[config.mk]
export PLATFORM = sky130hd
export DESIGN_NAME = i2c_word_master
export DESIGN_NICKNAME = d
export VERILOG_FILES = /design/src/rtl/i2cm_pkg.sv /design/src/rtl/i2cm_phase_timer.sv /design/src/rtl/i2cm_datapath.sv /design/src/rtl/i2cm_control.sv /design/src/rtl/i2c_word_master.sv
export SDC_FILE = /design/constraint.sdc
export NUM_CORES = 1
export LEC_CHECK = 0
export ABC_CLOCK_PERIOD_IN_PS = 3860
export BUFFER_PORTS_ARGS = -buffer_cell sky130_fd_sc_hd__buf_2
export CAP_MARGIN = 30
export CORE_AREA = 2 2 65 67
export DETAILED_ROUTE_END_ITERATION = 7
export DIE_AREA = 0 0 67 69
export GPL_TIMING_DRIVEN = 0
export MAX_ROUTING_LAYER = met4
export PLACE_DENSITY = 0.71
export SLEW_MARGIN = 5
export SYNTH_ARGS = -nofsm -noshare
export SYNTH_HDL_FRONTEND = slang
export SYNTH_HIERARCHICAL = 1
export SYNTH_SLANG_ARGS = --single-unit
[constraint.sdc]
create_clock -name clk -period 3.86 [get_ports clk]
set_input_delay 0.386 -clock clk [delete_from_list [all_inputs] [get_ports clk]]
set_output_delay 0.386 -clock clk [all_outputs]
set_load 0.01 [all_outputs]
[src/rtl/i2cm_pkg.sv]
package i2cm_pkg;
  localparam int WORD_W  = 8;
  localparam int BC_W    = $clog2(WORD_W);
  localparam int LEFT_W  = BC_W + 1;
  localparam int ACK_POS = BC_W;
  localparam int CMD_W   = 4;
  localparam logic [CMD_W-1:0] CMD_START = 4'b1111;
  localparam logic [CMD_W-1:0] CMD_STOP  = 4'b1101;

  typedef enum logic [3:0] {
    S_IDLE, S_STA_A, S_STA_B, S_BIT_LO, S_BIT_HI,
    S_ACK_LO, S_ACK_HI, S_HOLD, S_STO_A, S_STO_B, S_STO_C
  } phase_e;

  typedef struct packed {
    logic              load;
    logic              arm;
    logic              shift;
    logic [LEFT_W-1:0] armBits;
  } dpCtl_t;
endpackage

[src/rtl/i2cm_phase_timer.sv]
module i2cm_phase_timer #(
  parameter int SCL_HALF = 4
) (
  input  logic clk,
  input  logic rstN,
  input  logic run,
  output logic phaseEnd
);
  localparam int CW = (SCL_HALF > 1) ? $clog2(SCL_HALF) : 1;
  localparam logic [CW-1:0] LAST = CW'(SCL_HALF - 1);

  logic [CW-1:0] cnt;

  assign phaseEnd = run && (cnt == LAST);

  always_ff @(posedge clk) begin
    if (!rstN || !run || phaseEnd) cnt <= '0;
    else cnt <= cnt + 1'b1;
  end

  a_r4_count_bound: assert property (@(posedge clk) disable iff (!rstN)
    cnt <= LAST);
endmodule

[src/rtl/i2cm_datapath.sv]
module i2cm_datapath import i2cm_pkg::*; (
  input  logic              clk,
  input  logic              rstN,
  input  dpCtl_t            ctl,
  input  logic [WORD_W-1:0] wrData,
  input  logic              sdaIn,
  output logic              txBit,
  output logic              lastBit,
  output logic [WORD_W-1:0] dataOut
);
  logic [WORD_W-1:0] shiftReg;
  logic [LEFT_W-1:0] bitsLeft;

  assign txBit   = shiftReg[WORD_W-1];
  assign lastBit = (bitsLeft == LEFT_W'(1));
  assign dataOut = shiftReg;

  always_ff @(posedge clk) begin
    if (!rstN) begin
      shiftReg <= '0;
      bitsLeft <= '0;
    end else begin
      if (ctl.load)  shiftReg <= wrData;
      if (ctl.arm)   bitsLeft <= ctl.armBits;
      if (ctl.shift) begin
        shiftReg <= {shiftReg[WORD_W-2:0], sdaIn};
        bitsLeft <= bitsLeft - 1'b1;
      end
    end
  end

  // word length stays within the register width
  a_r5_left_range: assert property (@(posedge clk) disable iff (!rstN)
    bitsLeft <= LEFT_W'(WORD_W));
  // a shift only happens while bits remain
  a_r4_shift_has_bits: assert property (@(posedge clk) disable iff (!rstN)
    ctl.shift |-> bitsLeft != '0);
endmodule

[src/rtl/i2cm_control.sv]
module i2cm_control import i2cm_pkg::*; (
  input  logic              clk,
  input  logic              rstN,
  input  logic              wrEn,
  input  logic              wrAddr,
  input  logic [WORD_W-1:0] wrData,
  input  logic              sdaIn,
  input  logic              phaseEnd,
  input  logic              txBit,
  input  logic              lastBit,
  output logic              run,
  output dpCtl_t            dpCtl,
  output logic              sclOe,
  output logic              sdaOe,
  output logic              busBusy,
  output logic              pendFlag,
  output logic              masterFlag,
  output logic              xmitFlag,
  output logic              lastRxBit,
  output logic              irq
);
  phase_e            state;
  logic [BC_W-1:0]   bitCntQ;
  logic              ackEnQ, firstWordQ, dirBitQ;
  logic [CMD_W-1:0]  cmd;
  logic              wrCtl, wrDat, parked;
  logic              startReq, stopReq, cfgWr, dataGo, dataLoad;

  function automatic logic [LEFT_W-1:0] wordLen(input logic [BC_W-1:0] bc);
    return (bc == '0) ? LEFT_W'(WORD_W) : LEFT_W'(bc);
  endfunction

  always_comb begin
    cmd      = wrData[WORD_W-1 -: CMD_W];
    wrCtl    = wrEn && !wrAddr;
    wrDat    = wrEn && wrAddr;
    parked   = (state == S_IDLE) || (state == S_HOLD);
    startReq = wrCtl && (cmd == CMD_START) && !busBusy;
    stopReq  = wrCtl && (cmd == CMD_STOP) && (state == S_HOLD);
    cfgWr    = wrCtl && (cmd != CMD_START) && (cmd != CMD_STOP) && parked;
    dataGo   = wrDat && (state == S_HOLD);
    dataLoad = wrDat && parked;
    run      = !parked;
    dpCtl.load    = dataLoad;
    dpCtl.arm     = startReq || dataGo;
    dpCtl.shift   = (state == S_BIT_HI) && phaseEnd;
    dpCtl.armBits = startReq ? wordLen(wrData[BC_W-1:0]) : wordLen(bitCntQ);
  end

  always_comb begin
    sclOe = 1'b0;
    sdaOe = 1'b0;
    case (state)
      S_STA_A:  sdaOe = 1'b1;
      S_STA_B:  begin sclOe = 1'b1; sdaOe = 1'b1; end
      S_BIT_LO: begin sclOe = 1'b1; sdaOe = xmitFlag && !txBit; end
      S_BIT_HI: sdaOe = xmitFlag && !txBit;
      S_ACK_LO: begin sclOe = 1'b1; sdaOe = !xmitFlag; end
      S_ACK_HI: sdaOe = !xmitFlag;
      S_HOLD:   sclOe = 1'b1;
      S_STO_A:  begin sclOe = 1'b1; sdaOe = 1'b1; end
      S_STO_B:  sdaOe = 1'b1;
      default:  ;
    endcase
  end

  always_ff @(posedge clk) begin
    if (!rstN) begin
      state      <= S_IDLE;
      busBusy    <= 1'b0;
      pendFlag   <= 1'b0;
      masterFlag <= 1'b0;
      xmitFlag   <= 1'b0;
      lastRxBit  <= 1'b0;
      irq        <= 1'b0;
      bitCntQ    <= '0;
      ackEnQ     <= 1'b0;
      firstWordQ <= 1'b0;
      dirBitQ    <= 1'b0;
    end else begin
      irq <= 1'b0;
      if (startReq) begin
        state      <= S_STA_A;
        busBusy    <= 1'b1;
        masterFlag <= 1'b1;
        xmitFlag   <= 1'b1;
        pendFlag   <= 1'b1;
        ackEnQ     <= wrData[ACK_POS];
        bitCntQ    <= wrData[BC_W-1:0];
        firstWordQ <= 1'b1;
      end else if (stopReq) begin
        state    <= S_STO_A;
        pendFlag <= 1'b1;
      end else if (dataGo) begin
        state    <= S_BIT_LO;
        pendFlag <= 1'b1;
      end else begin
        if (cfgWr) begin
          ackEnQ  <= wrData[ACK_POS];
          bitCntQ <= wrData[BC_W-1:0];
        end
        if (phaseEnd) begin
          case (state)
            S_STA_A:  state <= S_STA_B;
            S_STA_B:  state <= S_BIT_LO;
            S_BIT_LO: state <= S_BIT_HI;
            S_BIT_HI: begin
              if (lastBit) begin
                dirBitQ <= txBit;
                if (ackEnQ) state <= S_ACK_LO;
                else begin
                  state      <= S_HOLD;
                  pendFlag   <= 1'b0;
                  irq        <= 1'b1;
                  firstWordQ <= 1'b0;
                end
              end else state <= S_BIT_LO;
            end
            S_ACK_LO: state <= S_ACK_HI;
            S_ACK_HI: begin
              lastRxBit <= sdaIn;
              if (firstWordQ && xmitFlag && dirBitQ && !sdaIn) xmitFlag <= 1'b0;
              firstWordQ <= 1'b0;
              state      <= S_HOLD;
              pendFlag   <= 1'b0;
              irq        <= 1'b1;
            end
            S_STO_A:  state <= S_STO_B;
            S_STO_B:  state <= S_STO_C;
            S_STO_C: begin
              state      <= S_IDLE;
              busBusy    <= 1'b0;
              masterFlag <= 1'b0;
              pendFlag   <= 1'b0;
            end
            default: ;
          endcase
        end
      end
    end
  end

  // SDA holds still while SCL stays released, outside start and stop edges
  a_r12_sda_quiet: assert property (@(posedge clk) disable iff (!rstN)
    (!sclOe && !$past(sclOe) && !(state inside {S_STA_A, S_STO_C})) |-> $stable(sdaOe));
  // interrupt is a single-cycle pulse
  a_r7_irq_pulse: assert property (@(posedge clk) disable iff (!rstN)
    irq |=> !irq);
  // interrupt coincides with a parked bus
  a_r7_irq_parked: assert property (@(posedge clk) disable iff (!rstN)
    irq |-> (sclOe && !sdaOe && !pendFlag));
  // the bus becomes busy with SDA low and SCL released
  a_r3_start_shape: assert property (@(posedge clk) disable iff (!rstN)
    $rose(busBusy) |-> (sdaOe && !sclOe));
  // the bus becomes free with both lines released
  a_r10_release: assert property (@(posedge clk) disable iff (!rstN)
    $fell(busBusy) |-> (!sclOe && !sdaOe && !masterFlag));
  // the transmitter flag only drops at the end of a word
  a_r9_xmit_drop: assert property (@(posedge clk) disable iff (!rstN)
    $fell(xmitFlag) |-> irq);
endmodule

[src/rtl/i2c_word_master.sv]
module i2c_word_master import i2cm_pkg::*; #(
  parameter int SCL_HALF = 4
) (
  input  logic              clk,
  input  logic              rstN,
  input  logic              wrEn,
  input  logic              wrAddr,
  input  logic [WORD_W-1:0] wrData,
  input  logic              sdaIn,
  output logic              sclOe,
  output logic              sdaOe,
  output logic              busBusy,
  output logic              pendFlag,
  output logic              masterFlag,
  output logic              xmitFlag,
  output logic              lastRxBit,
  output logic              irq,
  output logic [WORD_W-1:0] dataOut
);
  dpCtl_t dpCtl;
  logic   run, phaseEnd, txBit, lastBit;

  i2cm_phase_timer #(.SCL_HALF(SCL_HALF)) uTimer (
    .clk(clk), .rstN(rstN), .run(run), .phaseEnd(phaseEnd)
  );

  i2cm_control uCtl (
    .clk(clk), .rstN(rstN), .wrEn(wrEn), .wrAddr(wrAddr), .wrData(wrData),
    .sdaIn(sdaIn), .phaseEnd(phaseEnd), .txBit(txBit), .lastBit(lastBit),
    .run(run), .dpCtl(dpCtl), .sclOe(sclOe), .sdaOe(sdaOe),
    .busBusy(busBusy), .pendFlag(pendFlag), .masterFlag(masterFlag),
    .xmitFlag(xmitFlag), .lastRxBit(lastRxBit), .irq(irq)
  );

  i2cm_datapath uDp (
    .clk(clk), .rstN(rstN), .ctl(dpCtl), .wrData(wrData), .sdaIn(sdaIn),
    .txBit(txBit), .lastBit(lastBit), .dataOut(dataOut)
  );
endmodule

==> impl_results.md, run 1 <==
* Pin count of the biggest net entering global routing at 11
* Switching component of the power at 147 uW
* Chip width at 67 um
* Resized Gates After CTS at 0
* Most frequent cell after synthesis: sky130_fd_sc_hd__nand2_1
* Quantity of hold-fixing buffers added after cts at 0
* Power density cells at 340 mW/mm^2
* Clock latency at the later pin of the worst-skew pair at 0.28 ns
* Share of layout cells above drive strength 1 at 21.4%
* Slew at the pin with the worst max-slew slack at 0.593 ns
* Routability congestion estimate at 0.890
* Initial DRT Pass Iterations at 4
* Die H at 69 um
* # Max-Cap Violations at 0
* Post-synth top area share at 33.8%
* Arrival time worst endpoint at 2.52 ns
* Internal portion of total power at 545 uW
* DRT iter0 DRCs at 113
* DR WL/cell at 13.1 um
* Asr flop ratio synth at 0%
* Worst Path Class, Setup: reg2reg
* Vias after detailed routing at 1602
* IO Count at 29
* Kind of end point of the critical path: register
* Sequential cell fraction of total power at 45.1%
* Hold Path Stages at 3
* Post-synthesis cell type count at 47
* Cell taking the most area after synthesis: sky130_fd_sc_hd__dfxtp_1
* Final setup TNS at 0 ns
* Slowest stage cell, crit path: sky130_fd_sc_hd__nor2_1
* CTS sink cnt at 29
* Slowest stage delay, CP at 0.43 ns
* Port Buffer Count at 28
* Highest net fanout along the worst path at 10
* Clk network pwr share at 46.3%
* Element type at the critical path start: register
* Crit path required time at 4.02 ns
* Synth cell count leaders: sky130_fd_sc_hd__nand2_1 (31), sky130_fd_sc_hd__dfxtp_1 (29), sky130_fd_sc_hd__mux2i_1 (13), sky130_fd_sc_hd__nand3_1 (12), sky130_fd_sc_hd__inv_1 (11)
* Final clock period utilization by the worst path at 61.0%
* EDFF count, synth at 0
* Average via count per standard cell at 5.38
* Fin util at 52.0%
* Cell-by-cell listing of the critical path: clkbuf_1 -> a21oi_1 -> inv_1 -> and2_2 -> nand2_1 -> nor2_1 -> nor2b_1 -> a221oi_1 -> nor2b_1
* Reg-to-reg critical path endpoint: uDp/bitsLeft[0]
* Layout overhead on the synthesized area at 18.6%
* Most common cell on crit path: sky130_fd_sc_hd__nor2b_1
* Setup Buffers After CTS at 0
* Root Buffer Master: sky130_fd_sc_hd__clkbuf_8
* Top achievable clock speed at 425 MHz
* Setup slack of the worst register-to-register path at 1.51 ns
* Remaining antenna violation count after routing at 0
* Antenna violations before repair at 0
* Global-route usage over all layers at 18.3%
* Sequential fraction of the synthesis area at 33.8%
* Cells after synthesis at 212
* First-pass GRT wire length at 6.42 mm
* Vias in the first global route at 1430
* Pleak at 0.870 nW
* Final Hold Violating Endpoints at 0
* Type of the tightest min-delay check: in2reg
* Pwr Total at 693 uW
* Cells on worst reg2reg path at 9
* Hold path endpoint: uCtl/ackEnQ
* Origin of the critical flop-to-flop path: uCtl/state[3]
* FF+latch count, synth at 29
* Max rail drop VDD at 0.000252 V
* Clock period minus final worst setup slack at 2.35 ns
* Setup Viol. Count Final at 0
* Yosys synthesis warning count at 6
* Switching share of power at 21.3%
* Logic pwr share at 8.6%
* Remaining global-route overflow at 0
* Number of nets in the layout at 263
* Cell area after synthesis at 0.00172 mm^2
* Core region area at 0.00391 mm^2
* Synthesized Nets at 228
* Synthesized area per cell at 8.10 um^2
* Most frequently used flop master after synthesis: sky130_fd_sc_hd__dfxtp_1
* HPWL after DPL at 2.96 mm
* Max Buffers Root-to-Sink at 2
* Clock tree skew after final layout at 0.00749 ns
* Antenna diode count at 0
* Effective utilization at floorplan at 43.9%
* Setup repair after global routing missed its margin: no
* Number of buffers added by the clock tree synthesis step at 5
* TritonCTS clock tree: built
* Clk pin slew, worst setup/hold paths at 0.06 ns
* Number of levels in the clock H-tree at 2
* Cells taking the most area after synthesis: sky130_fd_sc_hd__dfxtp_1 (34%), sky130_fd_sc_hd__mux2i_1 (7.6%), sky130_fd_sc_hd__nand2_1 (6.8%)
* Hold wc startpoint: wrData[3]
* Full die area at 0.00462 mm^2
* Total wire length at 3.91 mm
* Max transition margin at 60.4%
* Number of rows in the core area at 23
* Result of the run: finished clean
* Number of max-slew violations in the final report at 0
* Post-route DRC violation count at 0
layout by cell type, fill, tap and decap left out, types with 2 or more instances in the layout:
master	n
sky130_fd_sc_hd__and2_1	8
sky130_fd_sc_hd__ha_1	3
sky130_fd_sc_hd__clkbuf_1	6
sky130_fd_sc_hd__buf_2	31
sky130_fd_sc_hd__inv_1	11
sky130_fd_sc_hd__o21a_1	2
sky130_fd_sc_hd__nor2_1	8
sky130_fd_sc_hd__nand3_1	12
sky130_fd_sc_hd__o22ai_1	4
sky130_fd_sc_hd__nand4b_1	2
sky130_fd_sc_hd__dfxtp_1	29
sky130_fd_sc_hd__nor3b_1	2
sky130_fd_sc_hd__clkbuf_8	6
sky130_fd_sc_hd__mux2_4	3
sky130_fd_sc_hd__nor2b_1	6
sky130_fd_sc_hd__nand2b_1	2
sky130_fd_sc_hd__mux2i_1	13
sky130_fd_sc_hd__o21ai_1	9
sky130_fd_sc_hd__o21ai_0	10
sky130_fd_sc_hd__and3_1	2
sky130_fd_sc_hd__nor3_1	4
sky130_fd_sc_hd__a31oi_1	2
sky130_fd_sc_hd__or3_1	2
sky130_fd_sc_hd__a21oi_1	7
sky130_fd_sc_hd__a21boi_0	4
sky130_fd_sc_hd__buf_4	5
sky130_fd_sc_hd__nand2_1	31
sky130_fd_sc_hd__a21boi_1	3
flip-flops by register name (all words and copies together), names as in the netlist:
signal           cells
uCtl/ackEnQ          1
uCtl/bitCntQ         3
uCtl/dirBitQ         1
uCtl/firstWordQ      1
uCtl/irq             1
uCtl/lastRxBit       1
uCtl/masterFlag      1
uCtl/pendFlag        1
uCtl/state           4
uCtl/xmitFlag        1
uDp/bitsLeft         4
uDp/dataOut          8
uTimer/cnt           2
routing by layer:
| metal | global-route usage [%] | vias up | part of all wire [%] |
|---|---|---|---|
| li1 | - | 814 | - |
| met1 | 25.0 | 719 | 46 |
| met2 | 24.6 | 61 | 44 |
| met3 | 4.89 | 8 | 8.0 |
| met4 | 9.07 | 0 | 2.0 |
| met5 | - | - | 0 |
kinds of logic after synthesis:
family                   synth area share (%)
multiplexers                             10.2
adder cells (fa/ha/maj)                  2.19
flip-flops                               33.8
AO/OA/AOI/OAI                            19.9
buffers and inverters                    7.21
XOR/XNOR                                0.510
AND/OR/NAND/NOR                          26.2
worst max path at each step:
stage	from	to	cells past startpoint
final	uCtl/state[3]	uDp/bitsLeft[0]	9
after global routing	uCtl/state[3]	uDp/bitsLeft[0]	9
after CTS	uCtl/state[3]	uDp/bitsLeft[0]	9
after detailed placement	uCtl/state[3]	uDp/bitsLeft[0]	9
after global placement	uCtl/state[3]	uDp/bitsLeft[0]	9
after floorplan	uCtl/state[3]	uDp/bitsLeft[0]	9
worst max-delay path, delay by kind of cell (launching register included):
kind / cells / cell delay [ns]
buf+inv: 2 / 0.45
flops: 1 / 0.37
compound gates: 2 / 0.47
simple gates: 5 / 0.94
power groups by stage:
| stage | logic [mW] | clock network, mW | registers, mW |
|---|---|---|---|
| global placement | 0.0592 | 0 | 0.319 |
| floorplan | 0.0356 | 0 | 0.320 |
| CTS | 0.0599 | 0.331 | 0.312 |
| finish | 0.0594 | 0.321 | 0.312 |
| detailed placement | 0.0595 | 0 | 0.319 |
| global route | 0.0661 | 0.348 | 0.313 |
stage by stage:
stage	instances	hold slack, ns	setup slack [ns]	area (um^2)
2_1_floorplan	212	0.435	1.99	1720
3_3_place_gp	290	0.452	1.49	1920
3_5_place_dp	290	0.459	1.49	1920
4_1_cts	298	0.356	1.50	2040
5_1_grt	298	0.378	1.28	2040
6_report	298	0.369	1.51	2040
layout make-up:
class / count / area [um^2]
Sequential cell: 29 / 581
Multi-Input combinational cell: 158 / 1010
Fill cell: 399 / 1880
Clock buffer: 7 / 86.3
Buffer: 14 / 82.6
Clock inverter: 1 / 30.0
Tap cell: 50 / 62.6
Inverter: 11 / 41.3
Timing Repair Buffer: 28 / 140
Note: power is estimated with default switching activity, not from simulation.
==> run 2: changes to the inputs <==
ABC_CLOCK_PERIOD_IN_PS = 1920   (was 3860)
PLACE_DENSITY = 0.73   (was 0.71)
clock period = 1.92 ns   (was 3.86 ns; I/O delays follow)
==> run 2 against run 1 <==
Utilization is 4.7 points higher; flip-flop and latch count unchanged; count of clock-buffer cells in the layout did not move; register-to-register slack got worse by 1.5 ns; global-route usage is 1.1 points higher; design area grew 9.0%; sequential power increased by 100%; power up 82%; first-iteration DRC count shrank 6.2%; clock power rose by 59%; worst hold slack got worse by 0.20 ns; largest power group is now sequential cells.
==> impl_results.md, run 2 (synthesis gave the netlist of run 1 again) <==
* Post-route DRC violation count at 0
* Slowest stage delay, CP at 0.52 ns
* Number of buffers added by the clock tree synthesis step at 5
* Fill cells at 371
* Clock latency at the later pin of the worst-skew pair at 0.28 ns
* Element type at the critical path start: register
* CTS sink cnt at 29
* Port Buffer Count at 28
* Cell-by-cell listing of the critical path: nand2b_1 -> or4_4 -> buf_8 -> buf_4 -> mux2_4 -> a2bb2oi_2 -> a21boi_1
* Root Buffer Master: sky130_fd_sc_hd__clkbuf_8
* Remaining global-route overflow at 0
* Pin count of the biggest net entering global routing at 15
* Number of nets in the layout at 272
* Total wire length at 4.31 mm
* Antenna violations before repair at 0
* Quantity of hold-fixing buffers added after cts at 0
* Power density cells at 568 mW/mm^2
* DR WL/cell at 14.1 um
* HPWL after DPL at 2.97 mm
* Effective utilization at floorplan at 43.9%
* Highest-count cells in the layout ignoring fill and taps: sky130_fd_sc_hd__buf_2 (29), sky130_fd_sc_hd__dfxtp_1 (24), sky130_fd_sc_hd__nand2_1 (22)
* TritonCTS clock tree: built
* Clock tree skew after final layout at 0.00594 ns
* Average via count per standard cell at 5.45
* Max rail drop VDD at 0.000580 V
* Number of levels in the clock H-tree at 2
* Vias after detailed routing at 1667
* Worst-case setup margin in the final layout at 0.0152 ns
* Type of the tightest min-delay check: in2reg
* Initial DRT Pass Iterations at 4
* Core region area at 0.00391 mm^2
* Final clock period utilization by the worst path at 99.2%
* Worst Path Class, Setup: reg2reg
* Global-route usage over all layers at 19.4%
* Kind of end point of the critical path: register
* Max FFs per register at 8
* Remaining antenna violation count after routing at 0
* Layout overhead on the synthesized area at 29.3%
* Arrival time worst endpoint at 2.07 ns
* IO Count at 29
* Max Buffers Root-to-Sink at 2
* Post-placement worst setup slack at -0.475 ns
* Final Hold Violating Endpoints at 0
* Crit path required time at 2.09 ns
* Pleak at 0.933 nW
* Clk pin slew, worst setup/hold paths at 0.06 ns
* First-pass GRT wire length at 6.70 mm
* Share of layout cells above drive strength 1 at 35.5%
* Result of the run: finished clean
* Max transition margin at 64.2%
* Setup Viol. Count Final at 0
* # Max-Cap Violations at 0
* Die H at 69 um
* Fin util at 56.7%
* Slowest stage cell, crit path: sky130_fd_sc_hd__or4_4
* Top achievable clock speed at 525 MHz
* Antenna diode count at 0
* Routability congestion estimate at 0.900
* Full die area at 0.00462 mm^2
* Clock period minus final worst setup slack at 1.90 ns
* DRT iter0 DRCs at 106
* Number of max-slew violations in the final report at 0
* Setup repair after global routing missed its margin: yes
* Vias in the first global route at 1416
* Highest net fanout along the worst path at 5
* Most common library cell in the layout ignoring fill and taps: sky130_fd_sc_hd__buf_2
* Number of rows in the core area at 23
* Slew at the pin with the worst max-slew slack at 0.532 ns
* Chip width at 67 um
[run 2: changes by cell type in the layout (fill, tap and decap cells not counted), moves of 4 or more]
cell	previous run	this run
sky130_fd_sc_hd__dfxtp_1	29	24
sky130_fd_sc_hd__buf_4	5	11
sky130_fd_sc_hd__buf_6	1	5
sky130_fd_sc_hd__nand2_2	0	8
sky130_fd_sc_hd__nand2_1	31	22
[run 2: through the flow]
stage	TNS [ns]	area (um^2)	power [mW]	hold WS, ns	cells
5_1_grt	-0.146	2220	1.32	0.185	306
2_1_floorplan	0	1720	0.715	0.322	212
3_3_place_gp	-5.32	1920	0.760	0.449	290
4_1_cts	0	2050	1.27	0.167	297
3_5_place_dp	-5.66	1920	0.762	0.451	290
6_report	0	2220	1.26	0.166	306
[run 2: area by class of cell]
class | instances | area (um^2) | area share (%)
Buffer | 12 | 95.1 | 4.28
Inverter | 11 | 41.3 | 1.86
Multi-Input combinational cell | 159 | 1120 | 50.5
Timing Repair Buffer | 38 | 219 | 9.86
Tap cell | 50 | 62.6 | 2.82
Clock buffer | 7 | 86.3 | 3.89
Sequential cell | 29 | 594 | 26.8
[run 2: path summary, 6_finish.rpt]
kind,startpoint,end,slack [ns],depth (start not counted)
min reg2reg,uCtl/lastRxBit,uCtl/lastRxBit,0.45,2
max,uCtl/masterFlag,uDp/bitsLeft[2],0.02,7
min,wrData[3],uCtl/ackEnQ,0.17,3
max reg2reg,uCtl/masterFlag,uDp/bitsLeft[2],0.02,7
[run 2: per-layer routing]
layer	wire [um]	vias up	global-route usage (%)	part of all wire (%)
li1	-	833	-	-
met4	76	0	8.16	1.8
met3	208	4	4.73	4.8
met2	1990	41	27.3	46
met5	0	-	-	0
met1	2040	789	26.3	47
[run 2: what timing repair did]
item | CTS | global route
resized for setup | 14 | 34
endpoints found under the setup margin | 18 | 14
setup buffers | 2 | 7
cloned | 0 | 2
pin swaps | 2 | 8
[run 2: critical path, delay by kind of cell (launching register included)]
family / cells / cell delay (ns)
compound gates: 2 / 0.19
buf+inv: 2 / 0.28
flops: 1 / 0.36
mux: 1 / 0.30
simple gates: 2 / 0.66
[run 2: report_power, final]
part / switching, mW / total [mW] / internal [mW]
clock network: 0.225 / 0.509 / 0.284
registers: 0.0128 / 0.626 / 0.613
logic: 0.0655 / 0.127 / 0.0610
total: 0.303 / 1.26 / 0.958
==> run 3: changes to the inputs <==
CORE_AREA = 2 2 62 64   (was 2 2 65 67)
DIE_AREA = 0 0 64 66   (was 0 0 67 69)
PLACE_DENSITY = 0.79   (was 0.73)
==> run 3 against run 2 <==
Non-clock buffer count shrank 1; flip-flop and latch count did not move; global-route usage increased by 3.0 points; clock skew shrank 0.0014 ns; die area fell by 8.6%; worst hold slack lost 0.047 ns; cell count down 0.65%; sequential power barely moved; register-to-register slack gained 0.03 ns; via count is 0.24% lower; clock power fell by 16%; sequential share of layout area increased by 0.60 points; largest power group unchanged.
==> impl_results.md, run 3 (synthesis gave the netlist of run 1 again) <==
* Clock latency at the later pin of the worst-skew pair at 0.33 ns
* Worst-case setup margin in the final layout at 0.0448 ns
* Port Buffer Count at 28
* Slew at the pin with the worst max-slew slack at 0.497 ns
* Number of levels in the clock H-tree at 2
* Remaining antenna violation count after routing at 0
* Placed cell count at 288
* Remaining global-route overflow at 0
* Max Buffers Root-to-Sink at 2
* Number of buffers added by the clock tree synthesis step at 5
* Non-filler cells in the finished layout at 304
* Worst Path Class, Setup: reg2reg
* CTS sink cnt at 29
* Number of max-slew violations in the final report at 0
* Core region area at 0.00355 mm^2
* Highest net fanout along the worst path at 7
* # Max-Cap Violations at 0
* Vias after detailed routing at 1663
* DRT iter0 DRCs at 113
* Clk pin slew, worst setup/hold paths at 0.09 ns
* Type of the tightest min-delay check: in2reg
* Max rail drop VDD at 0.000512 V
* Post-route DRC violation count at 0
* Vias in the first global route at 1543
* Final cell area excluding filler cells at 0.00216 mm^2
* Clock period minus final worst setup slack at 1.88 ns
* Max FFs per register at 8
* First-pass GRT wire length at 7.18 mm
* Final clock period utilization by the worst path at 97.7%
* HPWL after DPL at 2.95 mm
* Pleak at 0.911 nW
* Global-route usage over all layers at 22.4%
* Fin util at 60.8%
* Pwr Total at 1.18 mW
* DR WL/cell at 14.2 um
* Root Buffer Master: sky130_fd_sc_hd__clkbuf_4
* Initial DRT Pass Iterations at 4
* Number of rows in the core area at 22
* Top achievable clock speed at 533 MHz
* Chip width at 64 um
* Setup Viol. Count Final at 0
* Crit path required time at 2.14 ns
* Antenna violations before repair at 0
* Arrival time worst endpoint at 2.10 ns
* Max transition margin at 66.8%
* Highest-count cells in the layout ignoring fill and taps: sky130_fd_sc_hd__buf_2 (28), sky130_fd_sc_hd__nand2_1 (28), sky130_fd_sc_hd__dfxtp_1 (25)
* Pin count of the biggest net entering global routing at 11
* Element type at the critical path start: register
* Antenna diode count at 0
* Total wire length at 4.33 mm
* Quantity of hold-fixing buffers added after cts at 0
* Full die area at 0.00422 mm^2
* Clock tree skew after final layout at 0.00452 ns
* TritonCTS clock tree: built
* IO Count at 29
* Die H at 66 um
* Setup repair after global routing missed its margin: yes
* Kind of end point of the critical path: register
* Average via count per standard cell at 5.47
* Routability congestion estimate at 0.937
* Effective utilization at floorplan at 48.4%
* Result of the run: finished clean
* Placed Instance Area at 0.00192 mm^2
* Post-placement worst setup slack at -0.468 ns
* Power density cells at 546 mW/mm^2
* Layout overhead on the synthesized area at 25.6%
* Number of nets in the layout at 271
* Final Hold Violating Endpoints at 0
* Share of layout cells above drive strength 1 at 32.4%
## run 3: cell types whose count changed in the layout (fill, tap and decap cells not counted), sizes merged
cell | previous run | this run
buf | 46 | 43
clkbuf | 11 | 13
clkinv | 0 | 1
## run 3: path summary, 6_finish.rpt
path / startpoint / endpoint / slack (ns) / depth (start not counted)
worst max register to register: uCtl/masterFlag / uDp/bitsLeft[0] / 0.04 / 6
worst max-delay path: uCtl/masterFlag / uDp/bitsLeft[0] / 0.04 / 6
worst min register to register: uCtl/lastRxBit / uCtl/lastRxBit / 0.47 / 2
worst min-delay path: wrData[3] / uCtl/ackEnQ / 0.12 / 3
## run 3: metrics by stage
| step | hold WS (ns) | setup TNS, ns |
|---|---|---|
| after global routing | 0.107 | -0.103 |
| after global placement | 0.451 | -5.76 |
| after CTS | 0.104 | 0 |
| after detailed placement | 0.455 | -5.79 |
| after floorplan | 0.322 | 0 |
| final | 0.118 | 0 |
## run 3: power breakdown
| part | internal (mW) | switching [mW] |
|---|---|---|
| Clock | 0.212 | 0.216 |
| Combinational | 0.0598 | 0.0650 |
| Sequential | 0.613 | 0.0123 |
## run 3: layout make-up
class                           instances  area, um^2
Inverter                               11        41.3
Multi-Input combinational cell        159        1100
Fill cell                             325        1390
Timing Repair Buffer                   36         200
Clock buffer                            7        65.1
Tap cell                               48        60.1
Clock inverter                          1        5.00
Buffer                                 13        97.6
Sequential cell                        29         591
## run 3: layer usage
metal / track usage [%] / share of wire [%] / vias up
met5: - / 0 / -
met4: 10.9 / 2.1 / 0
met3: 5.11 / 5.1 / 9
met2: 34.0 / 47 / 47
met1: 28.1 / 46 / 768
li1: - / - / 839
## run 3: worst max-delay path, cell delays in order, from the launching register on
cell	delay (ns)
sky130_fd_sc_hd__dfxtp_2	0.35
sky130_fd_sc_hd__nand2b_4	0.13
sky130_fd_sc_hd__or4_4	0.51
sky130_fd_sc_hd__buf_8	0.16
sky130_fd_sc_hd__mux2_4	0.30
sky130_fd_sc_hd__a221oi_2	0.25
sky130_fd_sc_hd__nor2b_1	0.07
## run 3: what timing repair did
item	in CTS	in global routing
resized for setup	15	23
gates cloned	0	2
setup buffers	1	6
pin swaps	2	4
endpoints found under the setup margin	20	15
